## config.mk

```make
export PLATFORM = sky130hd
export DESIGN_NAME = sdcard_clkgen
export DESIGN_NICKNAME = d
export VERILOG_FILES = /design/src/rtl/sdclk_pkg.sv /design/src/rtl/sdclk_regs.sv /design/src/rtl/sdclk_divsel.sv /design/src/rtl/sdclk_gen.sv /design/src/rtl/sdcard_clkgen.sv
export SDC_FILE = /design/constraint.sdc
export NUM_CORES = 1
export LEC_CHECK = 0
export BUFFER_PORTS_ARGS = -buffer_cell sky130_fd_sc_hd__buf_2
export CAP_MARGIN = 20
export CORE_ASPECT_RATIO = 1.75
export CORE_MARGIN = 5
export CORE_UTILIZATION = 57
export CTS_CLUSTER_SIZE = 10
export DETAILED_ROUTE_END_ITERATION = 8
export PLACE_DENSITY = 0.84
export SYNTH_ARGS = -nofsm -noshare
export SYNTH_HDL_FRONTEND = slang
export SYNTH_SLANG_ARGS = --single-unit
```

## constraint.sdc

```tcl
create_clock -name clk -period 4.5 [get_ports clk]
set_input_delay 1.35 -clock clk [delete_from_list [all_inputs] [get_ports clk]]
set_output_delay 1.35 -clock clk [all_outputs]
set_load 0.02 [all_outputs]
```

## src/rtl/sdclk_pkg.sv

```systemverilog
package sdclk_pkg;
    localparam int REG_W        = 16;
    localparam int DIV_W_DEF    = 8;
    localparam int RUN_BIT      = 8;
    localparam int STAT_BIT     = 0;
    localparam logic [7:0] DIV_RESET = 8'h80;
endpackage

```

## src/rtl/sdclk_regs.sv

```systemverilog
module sdclk_regs
    import sdclk_pkg::*;
#(
    parameter int DIV_BITS = DIV_W_DEF
) (
    input  logic                clk,
    input  logic                rst_n,
    input  logic                reg_wr,
    input  logic                reg_sel,
    input  logic [REG_W-1:0]    reg_wdata,
    input  logic                running,
    output logic [REG_W-1:0]    reg_rdata,
    output logic [DIV_BITS-1:0] div_code,
    output logic                gate
);
    localparam int EN_POS = DIV_BITS;

    typedef struct packed {
        logic                en;
        logic [DIV_BITS-1:0] div;
        logic                run;
    } regs_t;

    regs_t d, q;

    always_comb begin
        d = q;
        if (reg_wr) begin
            if (!reg_sel) begin
                d.div = reg_wdata[DIV_BITS-1:0];
                d.en  = reg_wdata[EN_POS];
            end else begin
                d.run = reg_wdata[RUN_BIT];
            end
        end
    end

    always_ff @(posedge clk) begin
        if (!rst_n) begin
            q.en  <= 1'b0;
            q.div <= DIV_RESET[DIV_BITS-1:0];
            q.run <= 1'b0;
        end else begin
            q <= d;
        end
    end

    always_comb begin
        reg_rdata = '0;
        if (!reg_sel) begin
            reg_rdata[DIV_BITS-1:0] = q.div;
            reg_rdata[EN_POS]       = q.en;
        end else begin
            reg_rdata[RUN_BIT]  = q.run;
            reg_rdata[STAT_BIT] = running;
        end
    end

    assign div_code = q.div;
    assign gate     = q.en & q.run;

    // unused bits never read back as 1
    assert_rdata_upper_zero_R2: assert property (@(posedge clk) disable iff (!rst_n)
        reg_rdata[REG_W-1:RUN_BIT+1] == '0);

    // a control write lands in the enable field on the next cycle
    assert_ctrl_write_R2: assert property (@(posedge clk) disable iff (!rst_n)
        (reg_wr && !reg_sel) |=> (gate == ($past(reg_wdata[EN_POS]) & q.run)));
endmodule

```

## src/rtl/sdclk_divsel.sv

```systemverilog
module sdclk_divsel #(
    parameter int DIV_BITS = 8
) (
    input  logic                clk,
    input  logic                rst_n,
    input  logic [DIV_BITS-1:0] code,
    output logic [DIV_BITS-1:0] half_m1
);
    logic [DIV_BITS:0]   seen;
    logic [DIV_BITS-1:0] pick;

    assign seen[0] = 1'b0;

    genvar k;
    generate
        for (k = 0; k < DIV_BITS; k++) begin : g_prio
            assign pick[k]   = code[k] & ~seen[k];
            assign seen[k+1] = seen[k] | code[k];
        end
    endgenerate

    // phase length for bit k is 2^(k+1); store length minus one
    always_comb begin
        half_m1 = '0;
        for (int i = 0; i < DIV_BITS; i++) begin
            if (pick[i]) half_m1 = DIV_BITS'((1 << (i + 1)) - 1);
        end
    end

    // at most one divider bit is honoured
    assert_single_pick_R7: assert property (@(posedge clk) disable iff (!rst_n)
        $onehot0(pick));
endmodule

```

## src/rtl/sdclk_gen.sv

```systemverilog
module sdclk_gen #(
    parameter int DIV_BITS = 8
) (
    input  logic                clk,
    input  logic                rst_n,
    input  logic                gate,
    input  logic [DIV_BITS-1:0] new_half_m1,
    output logic                card_clk,
    output logic                running
);
    typedef struct packed {
        logic                clk;
        logic                run;
        logic [DIV_BITS-1:0] cnt;
        logic [DIV_BITS-1:0] hm1;
    } gen_t;

    gen_t d, q;

    always_comb begin
        d = q;
        if (!q.run) begin
            d.clk = 1'b0;
            d.cnt = '0;
            d.hm1 = new_half_m1;
            if (gate) d.run = 1'b1;
        end else if (!q.clk) begin
            if (!gate) begin
                d.run = 1'b0;
                d.cnt = '0;
                d.hm1 = new_half_m1;
            end else if (q.cnt == q.hm1) begin
                d.clk = 1'b1;
                d.cnt = '0;
            end else begin
                d.cnt = q.cnt + 1'b1;
            end
        end else begin
            if (q.cnt == q.hm1) begin
                d.clk = 1'b0;
                d.cnt = '0;
                d.hm1 = new_half_m1;
                d.run = gate;
            end else begin
                d.cnt = q.cnt + 1'b1;
            end
        end
    end

    always_ff @(posedge clk) begin
        if (!rst_n) begin
            q <= '0;
        end else begin
            q <= d;
        end
    end

    assign card_clk = q.clk;
    assign running  = q.run;

    // a rising card edge needs both controls set the cycle before
    assert_rise_needs_gate_R4: assert property (@(posedge clk) disable iff (!rst_n)
        $rose(q.clk) |-> ($past(gate) && $past(q.run)));

    // the phase length never changes inside a high phase
    assert_hold_ratio_high_R8: assert property (@(posedge clk) disable iff (!rst_n)
        (q.clk && $past(q.clk)) |-> $stable(q.hm1));

    // the phase counter stays within the active phase length
    assert_cnt_bound_R5: assert property (@(posedge clk) disable iff (!rst_n)
        q.run |-> (q.cnt <= q.hm1));

    // a high clock is always reported as running
    assert_high_is_running_R10: assert property (@(posedge clk) disable iff (!rst_n)
        q.clk |-> q.run);
endmodule

```

## src/rtl/sdcard_clkgen.sv

```systemverilog
module sdcard_clkgen
    import sdclk_pkg::*;
#(
    parameter int DIV_BITS = DIV_W_DEF
) (
    input  logic              clk,
    input  logic              rst_n,
    input  logic              reg_wr,
    input  logic              reg_sel,
    input  logic [REG_W-1:0]  reg_wdata,
    output logic [REG_W-1:0]  reg_rdata,
    output logic              card_clk,
    output logic              clk_running
);
    logic [DIV_BITS-1:0] div_code;
    logic [DIV_BITS-1:0] half_m1;
    logic                gate;
    logic                running;

    sdclk_regs #(.DIV_BITS(DIV_BITS)) u_regs (
        .clk       (clk),
        .rst_n     (rst_n),
        .reg_wr    (reg_wr),
        .reg_sel   (reg_sel),
        .reg_wdata (reg_wdata),
        .running   (running),
        .reg_rdata (reg_rdata),
        .div_code  (div_code),
        .gate      (gate)
    );

    sdclk_divsel #(.DIV_BITS(DIV_BITS)) u_divsel (
        .clk     (clk),
        .rst_n   (rst_n),
        .code    (div_code),
        .half_m1 (half_m1)
    );

    sdclk_gen #(.DIV_BITS(DIV_BITS)) u_gen (
        .clk         (clk),
        .rst_n       (rst_n),
        .gate        (gate),
        .new_half_m1 (half_m1),
        .card_clk    (card_clk),
        .running     (running)
    );

    assign clk_running = running;
endmodule

```

* Word-level counts from Yosys, hierarchy flattened
Cells that the tools add are included.
** Cells by class
- Multiplexer cells :: 21
- Bitwise gates (word level) :: 22
- Reduce and logical (&&, ||, !) cells :: 4
- Add/subtract/negate cells :: 1
- Eq/ne operators :: 3
** Operator list (number)
- two-way mux 8 bit :: 11
- two-way mux 18 bit :: 1
- two-way mux 17 bit :: 1
- adder 8 x 1 -> 8 bit (second input constant) :: 1
- AND 1 bit :: 8
- equality test 8 bit :: 1
- inverter 1 bit :: 8
- AND reduction 2 bit :: 4
- two-way mux 7 bit :: 1
- two-way mux 1 bit :: 6
- != test 3 bit (second input constant) :: 2
- bitwise OR 1 bit :: 6
- two-way mux 2 bit :: 1
** Word-level totals
- Word-level logic and storage cells :: 58
- Register bits after elaboration :: 28
- Input port bits :: 20
- Output and inout port bits :: 18

* Depth between registers and ports, before layout
- Depth after elaboration :: 12
- Gate-level depth with buffers :: 5
- Mapped depth without buffers :: 4

* Hierarchy
Synthesis repeated with hierarchy kept, for this count alone.
** Second synthesis, totals
- Cells, all modules :: 210
- Area total of the unflattened synthesis :: 1793.0 µm²
** By module, submodules not included
- sdclk_gen :: cells an instance 122, area each 1078.5 µm², seq. area each 360.3 µm², instances 1
- sdclk_regs :: cells an instance 71, area each 609.3 µm², seq. area each 200.2 µm², instances 1
- sdclk_divsel :: cells an instance 17, area each 105.1 µm², seq. area each 0.0 µm², instances 1

* Worst setup path after synthesis
No wires, ideal clock.
- Path kind :: input-to-output
- Start point :: input port reg_sel
- End point :: output port reg_rdata[8]
- Setup slack :: 1.121 ns
- Required time :: 3.150 ns
- Stages on the path :: 2
- Arrival time :: 2.029 ns
- Buffers on the path :: 1
- Cell sequence :: buf_1 mux2_2
** Between the ends
- Cells in the longest elaborated chain, start to end :: 1
** Ends and longest elaborated chain
- start, declared :: line sdcard_clkgen.sv:9 : input logic reg_sel,
- two-way mux 1 bit :: line sdclk_regs.sv:50 : if (!reg_sel) begin
- end, declared :: line sdcard_clkgen.sv:11 : output logic [REG_W-1:0] reg_rdata,
Every way passes these cells.

* Worst setup path after layout
- Start point :: input port reg_sel
- End point :: output port reg_rdata[0]
The elaborated chain is that of the path after synthesis.

==> results.txt <==
The number of design rule violations left after detail routing came out at 0. The main combinational cell family by area after synthesis is simple AND/OR/NAND/NOR gates. The relative contribution of sequential cells to total power is between 40% and 50%. The proportion of synthesized area in mux cells came out at 1.39%. The TritonCTS buffer count came out at 3. The count of standard-cell rows came out at 25. The horizontal die dimension is between 50 and 60 um. Dividing the synthesized area by the synthesized cell count gives 8.43 um^2. The initial antenna violation count came out at 0.

The maximum net fanout on the critical path came out at 13. The per-cell via count in the routed design came out at between 6 and 7. The portion of the post-synthesis area used by sequential elements came out at between 30 and 40%. The endpoint of the worst-slack reg-to-reg timing path is u_gen.q[4]$_SDFFE_PN0P_. The overall die height came out at 80.5 um.

The post-CTS clock slew at the launch and capture registers of the worst setup and hold paths is ~100 ps. Leaving out fill and tap cells, the most frequent cell in the layout is sky130_fd_sc_hd__dfxtp_1. During I/O placement, the number of pins put on the boundary was 38. The via count of the first global-routing pass is 1397. The number of instances on the worst hold path is 2. The setup-violating endpoint count in the final report is 0.

The total of warnings raised by yosys is 0. The post-route minimum period came out at 3430 ps. The run finished with clean final reports. The cell count after synthesis is 192. In this run the power spent charging and discharging nets is 148 uW. The wire length reported by the detailed router came out at about 3700 um. The latest clock arrival within the worst-skew pair came out at 280 ps.

The first-pass GRT wire length is slightly above 6000 um. In this run the deepest clock path goes through 2 buffers. The repair_antennas step left the layout with diodes totalling 0. The die area came out at between 4000 and 5000 um^2. The worst setup path is captured at a primary output. The count of buffers added on input and output ports is 23. The overall routing resource usage came out at about a fifth. The worst slew margin relative to its limit came out at 48.5%. Counting every sink on the clock net gives 28. The aggregate global routing overflow came out at 0.

For this configuration, the core starts out at a cell density of between 50 and 60%. The fraction of power spent switching nets is 26.4%. The HPWL reported at the end of detailed placement is 2880 um. The type of the tightest min-delay check is register to register. The path with the worst hold slack has its endpoint at u_gen.running$_SDFF_PN0_. The number of antenna-violating nets in the routed design came out at 0.

The post-CTS resize count came out at 0. The peak ir drop on the vdd network is approximately 0.18 mV. The compound-gate portion of the synthesized area came out at 19.9%.

The worst setup path is launched from an input pin. The startpoint of the lowest-slack hold path is u_regs.q[0]$_SDFFE_PN0P_. Setup repair after global routing left no endpoint under its margin. The share of total power in the clock network is 35.3%. The layout net count came out at 230. The per-cell routed wire length came out at 15.8 um. The total setup buffers inserted after CTS came out at 0. The share of the synthesized netlist area taken by xor and xnor gates is ~7.6%. The internal portion of the total power is approximately 410 uW. The count of vias placed by the detailed router is about 1400. The leakage power figure came out at 0.662 nW. For this run, asynchronously set or reset flops after synthesis account for 0%. The hold violation count in the final report is 0. The detailed router finished its first iteration with 70 violations.

The startpoint of the worst-slack reg-to-reg timing path is u_gen.card_clk$_SDFF_PN0_. Measured in cells, the most critical reg-to-reg path has a length of 4. At the placement stage, the worst setup path has a slack of 1070 ps. The final critical path takes up 76.2% of the cycle. For this run, the top clock speed supported by timing is about 300 MHz.

Measured on the finished design, the core utilization comes to between 60% and 70%. The final clock skew came out at about 8.6 ps. The post-route setup TNS is 0 ps. In this run, the combinational gates consume about 16% of the power.

The final weighted congestion in routability-driven placement came out at approximately 0.81. Among all flip-flop cells after synthesis, the most frequent one is sky130_fd_sc_hd__dfxtp_1. The H-tree depth reported by CTS came out at 1.

After synthesis the cells add up to ~1600 um^2. The area overhead of the layout relative to synthesis is 8.81%. The total of hold buffers inserted after clock tree synthesis is 0. TritonCTS built the clock tree. The synthesized-area fraction occupied by adder cells came out at 0.773%. Leaving out fill and tap cells, the most frequent cells in the layout are 28 x sky130_fd_sc_hd__dfxtp_1, 26 x sky130_fd_sc_hd__nand2_1, 23 x sky130_fd_sc_hd__buf_2, 16 x sky130_fd_sc_hd__nor2_1, 10 x sky130_fd_sc_hd__nand3_1. The maximum number of pins on one net before global-route repair is 31. The total of max-cap violations is 0. The number of different library cells used by synthesis comes to 48. The core footprint is 2720 um^2. The arrival time of the worst setup path is between 2000 and 2500 ps. The endpoint required time on the critical path is roughly 3200 ps.

The root buffer cell chosen for the clock tree is sky130_fd_sc_hd__clkbuf_8. The first detailed-routing pass took 4 iterations. The synthesized design contains 28 register bits. The final number of max-transition violations is 0. The fraction of final layout cells with drive strength greater than 1 is between 10% and 20%. For the pin with the worst max-slew slack, the measured transition is between 700 and 800 ps.

The setup check on the worst reg-to-reg path leaves a slack of about 2600 ps. The simple-gate share of the synthesized area came out at around 29%. By startpoint and endpoint, the worst setup path is classified as input pin to primary output.

The power density relative to cell area came out at ~320 nW/um^2. The count of flip-flops with a built-in enable after synthesis is 0. Setup slack closes at 1070 ps.
==> metal layers <==
| metal | vias to the layer above | routed length [um] | part of all wire, % | track usage, % |
|---|---|---|---|---|
| li1 | 709 | - | - | - |
| met1 | 650 | 1330 | 36 | 18.7 |
| met2 | 59 | 2050 | 55 | 36.3 |
| met3 | 22 | 181 | 4.9 | 3.53 |
| met4 | 0 | 149 | 4.0 | 9.45 |
| met5 | - | 0 | 0 | 0 |
==> power groups by stage <==
stage | logic, mW | clock network (mW) | registers (mW)
final | 0.0908 | 0.199 | 0.273
after global placement | 0.0856 | 0 | 0.278
after detailed placement | 0.0886 | 0 | 0.279
after global routing | 0.0991 | 0.213 | 0.275
after floorplan | 0.0772 | 0 | 0.275
after CTS | 0.0895 | 0.202 | 0.273
==> worst max-delay path: stages <==
cell	delay [ps]
sky130_fd_sc_hd__buf_2	210
sky130_fd_sc_hd__mux2_2	360
sky130_fd_sc_hd__buf_2	160
==> worst max path at each step <==
stage	startpoint	to	slack [ps]	depth (start not counted)
after CTS	reg_sel	reg_rdata[0]	1070	3
after global placement	reg_sel	reg_rdata[0]	1090	3
after global routing	reg_sel	reg_rdata[0]	1050	3
after floorplan	reg_sel	reg_rdata[8]	1120	2
final	reg_sel	reg_rdata[0]	1070	3
after detailed placement	reg_sel	reg_rdata[0]	1070	3
==> state kept, by name, indices dropped and copies added, names as in the netlist <==
signal and flops:
u_gen.running 1, u_regs.div_code 8, u_gen.q 16, u_regs.q 2, u_gen.card_clk 1
==> cell usage after synthesis, types with 3 or more instances <==
master | count | area share, %
sky130_fd_sc_hd__xor2_1 | 5 | 2.7
sky130_fd_sc_hd__or3_1 | 3 | 1.2
sky130_fd_sc_hd__o2111ai_1 | 5 | 2.7
sky130_fd_sc_hd__nand2_1 | 26 | 6.0
sky130_fd_sc_hd__clkbuf_1 | 5 | 1.2
sky130_fd_sc_hd__nor2_1 | 16 | 3.7
sky130_fd_sc_hd__dfxtp_1 | 28 | 35
sky130_fd_sc_hd__nand3_1 | 10 | 3.1
sky130_fd_sc_hd__a21boi_0 | 9 | 4.2
sky130_fd_sc_hd__inv_1 | 3 | 0.70
sky130_fd_sc_hd__nand4_1 | 4 | 1.5
sky130_fd_sc_hd__buf_4 | 7 | 3.2
sky130_fd_sc_hd__nand3b_1 | 5 | 2.3
sky130_fd_sc_hd__nor2b_1 | 8 | 3.1
sky130_fd_sc_hd__nand2b_1 | 3 | 1.2
sky130_fd_sc_hd__xnor2_1 | 9 | 4.9
==> stage by stage <==
stage | hold slack, ps | total power [mW] | cell area [um^2] | instances
floorplan | 457 | 0.352 | 1640 | 198
global placement | 471 | 0.363 | 1690 | 231
detailed placement | 485 | 0.367 | 1690 | 231
CTS | 500 | 0.564 | 1760 | 235
global route | 532 | 0.587 | 1760 | 235
finish | 497 | 0.563 | 1760 | 235
==> kinds of logic after synthesis <==
family,after synthesis
AO/OA/AOI/OAI,39
flip-flops,28
adder cells (fa/ha/maj),1
AND/OR/NAND/NOR,87
multiplexers,2
buffers and inverters,20
XOR/XNOR,14
other,1
==> final cells by class <==
cell class,count,area [um^2]
Multi-Input combinational cell,150,970
Fill cell,233,960
Sequential cell,28,561
Timing Repair Buffer,23,115
Clock buffer,3,41.3
Tap cell,27,33.8
Clock inverter,1,30.0
Inverter,3,11.3
No activity file was read; power rests on OpenSTA's default activity.
